==> src/rtl/fbq_pkg.sv <==
package fbq_pkg;
    localparam int NUM_BUF  = 2;
    localparam int NUM_SLOT = 2;

    typedef logic [NUM_SLOT-1:0] slot_mask_t;
endpackage

==> src/rtl/fbq_bpred.sv <==
// Static predictor for one buffered instruction: backward taken, forward not.
module fbq_bpred #(
    parameter int          INS_W  = 16,
    parameter int          PC_W   = 16,
    parameter int          OPC_W  = 4,
    parameter int          OFF_W  = 8,
    parameter logic [3:0]  BR_OPC = 4'hB
) (
    input  logic [INS_W-1:0] ins_i,
    input  logic [PC_W-1:0]  pc_i,
    output logic             taken_o,
    output logic [PC_W-1:0]  tgt_o
);
    localparam int EXT_W = PC_W - OFF_W;

    logic [OPC_W-1:0] opc;
    logic [OFF_W-1:0] disp;
    logic [PC_W-1:0]  disp_ext;
    logic [PC_W-1:0]  disp_x2;

    always_comb begin
        opc      = ins_i[INS_W-1 -: OPC_W];
        disp     = ins_i[OFF_W-1:0];
        disp_ext = {{EXT_W{disp[OFF_W-1]}}, disp};
        disp_x2  = {disp_ext[PC_W-2:0], 1'b0};
        taken_o  = (opc == BR_OPC[OPC_W-1:0]) && disp[OFF_W-1];
        tgt_o    = pc_i + PC_W'(2) + disp_x2;
    end
endmodule

==> src/rtl/fbq_pick.sv <==
// Slot selection, squash and redirect decisions for the buffer being drained.
module fbq_pick
    import fbq_pkg::*;
(
    input  slot_mask_t vld_i,
    input  slot_mask_t tkn_i,
    input  slot_mask_t rdy_i,
    output logic       first_o,
    output slot_mask_t fire_o,
    output slot_mask_t clr_o,
    output logic       redir_o,
    output logic       redir_slot_o
);
    logic has0, has1, head_tkn;

    always_comb begin
        first_o  = ~vld_i[0];
        has0     = |vld_i;
        has1     = (&vld_i) & ~tkn_i[0];
        head_tkn = tkn_i[first_o];

        fire_o[0] = has0 & rdy_i[0];
        fire_o[1] = has1 & rdy_i[0] & rdy_i[1];

        clr_o = '0;
        if (fire_o[0]) clr_o[first_o] = 1'b1;
        if (fire_o[1]) clr_o[1]       = 1'b1;

        redir_o      = 1'b0;
        redir_slot_o = 1'b0;
        if (fire_o[0] && head_tkn) begin
            redir_o      = 1'b1;
            redir_slot_o = first_o;
            clr_o        = '1;
        end else if (fire_o[1] && tkn_i[1]) begin
            redir_o      = 1'b1;
            redir_slot_o = 1'b1;
        end
    end
endmodule

==> src/rtl/fbq_enqueue.sv <==
module fbq_enqueue
    import fbq_pkg::*;
#(
    parameter int         INS_W  = 16,
    parameter int         PC_W   = 16,
    parameter int         OPC_W  = 4,
    parameter int         OFF_W  = 8,
    parameter logic [3:0] BR_OPC = 4'hB
) (
    input  logic             clk,
    input  logic             rst,
    input  logic             fetch_valid,
    input  logic [PC_W-1:0]  fetch_pc,
    input  logic [INS_W-1:0] fetch_ins0,
    input  logic [INS_W-1:0] fetch_ins1,
    output logic             fetch_stall,
    input  logic [1:0]       enq_rdy,
    output logic [1:0]       enq_vld,
    output logic [INS_W-1:0] enq_ins0,
    output logic [PC_W-1:0]  enq_pc0,
    output logic [INS_W-1:0] enq_ins1,
    output logic [PC_W-1:0]  enq_pc1,
    output logic [1:0]       enq_ptkn,
    output logic             redir_vld,
    output logic [PC_W-1:0]  redir_pc
);
    localparam int PC_STEP = (INS_W + 7) / 8;

    typedef struct packed {
        logic                                    sel;
        logic [NUM_BUF-1:0][NUM_SLOT-1:0]        vld;
        logic [NUM_BUF-1:0][NUM_SLOT-1:0][INS_W-1:0] ins;
        logic [NUM_BUF-1:0][NUM_SLOT-1:0][PC_W-1:0]  pc;
    } state_t;

    state_t st_q, st_d;

    logic                               cur, alt, wr_buf, accept;
    logic [NUM_SLOT-1:0][INS_W-1:0]     cur_ins;
    logic [NUM_SLOT-1:0][PC_W-1:0]      cur_pc;
    slot_mask_t                         tkn, fire, clr;
    logic [NUM_SLOT-1:0][PC_W-1:0]      tgt;
    logic                               first, redir, redir_slot;

    assign cur     = st_q.sel;
    assign alt     = ~st_q.sel;
    assign cur_ins = st_q.ins[cur];
    assign cur_pc  = st_q.pc[cur];

    generate
        for (genvar s = 0; s < NUM_SLOT; s++) begin : g_pred
            fbq_bpred #(
                .INS_W (INS_W),
                .PC_W  (PC_W),
                .OPC_W (OPC_W),
                .OFF_W (OFF_W),
                .BR_OPC(BR_OPC)
            ) u_pred (
                .ins_i  (cur_ins[s]),
                .pc_i   (cur_pc[s]),
                .taken_o(tkn[s]),
                .tgt_o  (tgt[s])
            );
        end
    endgenerate

    fbq_pick u_pick (
        .vld_i       (st_q.vld[cur]),
        .tkn_i       (tkn),
        .rdy_i       (enq_rdy),
        .first_o     (first),
        .fire_o      (fire),
        .clr_o       (clr),
        .redir_o     (redir),
        .redir_slot_o(redir_slot)
    );

    always_comb begin
        fetch_stall = (|st_q.vld[0]) & (|st_q.vld[1]);
        enq_vld     = fire;
        enq_ins0    = cur_ins[first];
        enq_pc0     = cur_pc[first];
        enq_ins1    = cur_ins[1];
        enq_pc1     = cur_pc[1];
        enq_ptkn[0] = fire[0] & tkn[first];
        enq_ptkn[1] = fire[1] & tkn[1];
        redir_vld   = redir;
        redir_pc    = tgt[redir_slot];
    end

    always_comb begin
        st_d          = st_q;
        st_d.vld[cur] = st_q.vld[cur] & ~clr;
        if (redir) st_d.vld[alt] = '0;

        accept = fetch_valid & ~fetch_stall & ~redir;
        wr_buf = (|st_q.vld[cur]) ? alt : cur;
        if (accept) begin
            st_d.vld[wr_buf]    = '1;
            st_d.ins[wr_buf][0] = fetch_ins0;
            st_d.ins[wr_buf][1] = fetch_ins1;
            st_d.pc[wr_buf][0]  = fetch_pc;
            st_d.pc[wr_buf][1]  = fetch_pc + PC_W'(PC_STEP);
        end

        if ((st_d.vld[cur] == '0) && (st_d.vld[alt] != '0)) st_d.sel = alt;
    end

    always_ff @(posedge clk) begin
        if (rst) st_q <= '0;
        else     st_q <= st_d;
    end

    AST_TAIL_ORDER: assert property (@(posedge clk) disable iff (rst)
        enq_vld[1] |-> enq_vld[0]);
    AST_TAIL1_BOTH_READY: assert property (@(posedge clk) disable iff (rst)
        enq_vld[1] |-> (&enq_rdy));
    AST_REDIR_ON_ENQ: assert property (@(posedge clk) disable iff (rst)
        redir_vld |-> enq_vld[0]);
    AST_FLUSH_EMPTIES: assert property (@(posedge clk) disable iff (rst)
        redir_vld |=> (!fetch_stall && !enq_vld[0]));
    AST_TAKEN_GOES_ALONE: assert property (@(posedge clk) disable iff (rst)
        !(enq_vld[1] && enq_ptkn[0]));
    AST_DRAIN_BEFORE_SWITCH: assert property (@(posedge clk) disable iff (rst)
        (st_q.vld[st_q.sel] == '0) |-> (st_q.vld[~st_q.sel] == '0));
    AST_STALL_HOLDS: assert property (@(posedge clk) disable iff (rst)
        (fetch_stall && !enq_vld[0]) |=> fetch_stall);
endmodule

==> config.mk <==
export PLATFORM = sky130hd
export DESIGN_NAME = fbq_enqueue
export DESIGN_NICKNAME = d
export VERILOG_FILES = /design/src/rtl/fbq_pkg.sv /design/src/rtl/fbq_bpred.sv /design/src/rtl/fbq_pick.sv /design/src/rtl/fbq_enqueue.sv
export SDC_FILE = /design/constraint.sdc
export NUM_CORES = 1
export LEC_CHECK = 0
export ABC_CLOCK_PERIOD_IN_PS = 7700
export BUFFER_PORTS_ARGS = -buffer_cell sky130_fd_sc_hd__buf_2
export CAP_MARGIN = 25
export CORE_MARGIN = 2
export CORE_UTILIZATION = 32
export DETAILED_ROUTE_END_ITERATION = 16
export PLACE_DENSITY = 0.61
export SETUP_SLACK_MARGIN = 0.2
export SYNTH_ARGS = -nofsm -noshare
export SYNTH_HDL_FRONTEND = slang
export SYNTH_HIERARCHICAL = 1
export SYNTH_SLANG_ARGS = --single-unit
==> constraint.sdc <==
create_clock -name clk -period 7.7 [get_ports clk]
set_input_delay 2.31 -clock clk [delete_from_list [all_inputs] [get_ports clk]]
set_output_delay 2.31 -clock clk [all_outputs]
set_load 0.01 [all_outputs]
==> reports/results.ini <==
[status]
status = finished, final reports clean

[detailed_routing]
drt_iter0_drc = 500
wl_um = 23900
wl_per_cell_um = 16.9
dr_wl_met3_um = 1480
route.met2.wl_um = 11000
vias = 7118
maxUsedRoutingLayer = met5
wl_met1_um = 11100
drc = 0
ant_nets = 0
avgViaCountPerCell = 5.02
drt_pass1_iterations = 5

[sta]
finalClockSkew_ns = 0.00856
relSlewSlack_pct = 48.5
post-route-period-util_pct = 83.8
setup_ws_ns = 1.25
whs_ns = 0.452
finalHoldViolCount = 0
max_freq_mhz = 155
fin_setup_tns_ns = 0
period_needed_ns = 6.45
rsz0062_at_grt = false
finalSetupViolCount = 0
tightest_slew_ns = 0.773
drv_slew = 0

[min_path]
hold_path.class = register to register

[logic_synthesis]
ys.flop_type = dfxtp_1
syn-cell-area_sq_um = 8290
syn_nets = 1104
synth_cells = 994
avgSynthCellArea_sq_um = 8.34
ys_types = 60
yosysWarnings = 6
synth_edf_count = 0
yosys_register_bits = 131
synth-async-reset-ratio_pct = 0
yosysSeqAreaShare_pct = 31.6

[clock_network]
clk_pin_slew_ns = 0.06
post_cts_buffers = 0
clock_sinks = 131
clkLatencyLatePin_ns = 0.42
cts_resized = 0
cts_tree = built
cts_inserted_buffers = 17
cts.path.max_buffers = 2
htreeDepth = 4
cts_root_buffer = clkbuf_16
cts_hold_buf = 0

[critical_path]
cp_data_required_time_ns = 5.39
endpoint = redir_pc[14]
reg2regPathDepth = 10
startpoint = cur
endpoint_kind = output port
crit_fanout = 21
path_class = register to output port
timing.rr.start = cur
crit_arrival_ns = 4.14
r2r_setup_slack_ns = 3.34
worstSetupStartpointType = register

[global_route]
antenna_found_initial = 11
grt_max_degree = 103
overflow = 0
grt_pass1_wl_um = 37000
grt.total_usage_pct = 17.6
grt_pass1_vias = 6688

[placement]
dp.cells = 1378
place_ws_ns = 1.69
port_buffers = 138
place.gp.congestion = 0.814
hpwlAfterDp_um = 17400

[floorplan]
rows = 58
die_w_um = 165
core_sq_um = 25300
die_y_um = 165
die_area_sq_um = 27200
initial_core_util_pct = 32.7
ios = 139

[finish]
layout_common_cells = nand2_1 (220), buf_2 (137), dfxtp_1 (130), a21oi_1 (119), mux2_2 (112)
nets = 1178
drive_gt1_share_pct = 29.0
area_delta_synth_final_pct = 16.2
seq_area_sq_um = 2620
final_common_cell = nand2_1
fillers = 2609
multiInputGateArea_sq_um = 5040
layout.cells.non_filler = 1418

[job]
drv_cap = 0

[pwr]
power.density_nw_per_um2 = 275
leakage_nw = 4.35
finalPower_mw = 2.65
irDropWorstVdd_mv = 0.114

## critical path: stages (launching register included)
cell	delay, ns
dfxtp_2	0.66
buf_4	0.38
mux2_2	0.50
ha_1	0.34
ha_1	0.36
a21oi_1	0.24
a21boi_0	0.16
or3_1	0.32
o311ai_1	0.24
a41oi_1	0.07
mux2_2	0.28
buf_2	0.14
## logic make-up (layout without fill, tap and decap cells)
logic type      count (synthesis)  after routing  synth area share [%]
flops                         131            131                  31.6
other cells                     0              7                     0
xor+xnor                       33             33                  3.49
compound gates                200            200                  15.0
fa+ha+maj                      57             57                  8.78
mux                           115            115                  15.6
buf+inv                       122            209                  7.74
simple gates                  336            336                  17.8
## through the flow
stage | util [%] | instance area [sq um]
4_1_cts | 37.9 | 9590
3_3_place_gp | 35.3 | 8950
6_report | 38.0 | 9640
3_5_place_dp | 35.3 | 8950
2_1_floorplan | - | 8290
5_1_grt | 38.0 | 9630
## how the worst min path moves through the flow
stage              from       end  slack (ns)  cells after the start
3_3_place_gp   register  register        0.44                      2
6_report       register  register        0.45                      2
4_1_cts        register  register        0.45                      2
3_5_place_dp   register  register        0.44                      2
5_1_grt        register  register        0.47                      2
2_1_floorplan  register  register        0.43                      2
## cells in the mapped netlist, types with 3 or more instances
cell type	number	area, sq um
xnor2_1	13	114
and3_1	7	43.8
mux2i_1	3	30.0
o21a_1	5	37.5
ha_1	55	688
inv_1	27	101
a211o_1	4	35.0
nor2_1	38	143
nor2b_1	6	37.5
nand3_1	17	85.1
and4_1	3	26.3
nand4_1	3	18.8
clkbuf_1	30	113
nor3_1	11	55.1
buf_2	24	120
buf_4	41	308
a41oi_1	3	26.3
a21o_1	3	22.5
nand2_1	221	830
nor4_1	3	18.8
xor2_1	20	175
o21ai_1	6	30.0
or3_1	4	25.0
a21oi_1	120	601
and2_1	3	18.8
a211oi_1	30	225
mux2_2	112	1260
a21boi_0	3	22.5
dfxtp_1	131	2620
## final cells by class
class	count	area share, %
Multi-Input combinational cell	741	52.3
Tap cell	330	4.29
Sequential cell	131	27.2
Clock inverter	14	2.08
Timing Repair Buffer	150	8.34
Antenna cell	7	0.182
Inverter	27	1.05
Clock buffer	18	4.56
## where the power goes
part / switching (mW) / internal [mW] / total [mW]
sequential: 0.0573 / 0.771 / 0.828
clock: 0.320 / 0.556 / 0.876
combinational: 0.552 / 0.397 / 0.949
## layer usage
layer,global-route usage [%],vias to the layer above
li1,-,3580
met1,23.4,3346
met2,28.0,159
met3,4.92,25
met4,4.74,8
met5,0,-
Power figures use the tool's default switching activity.
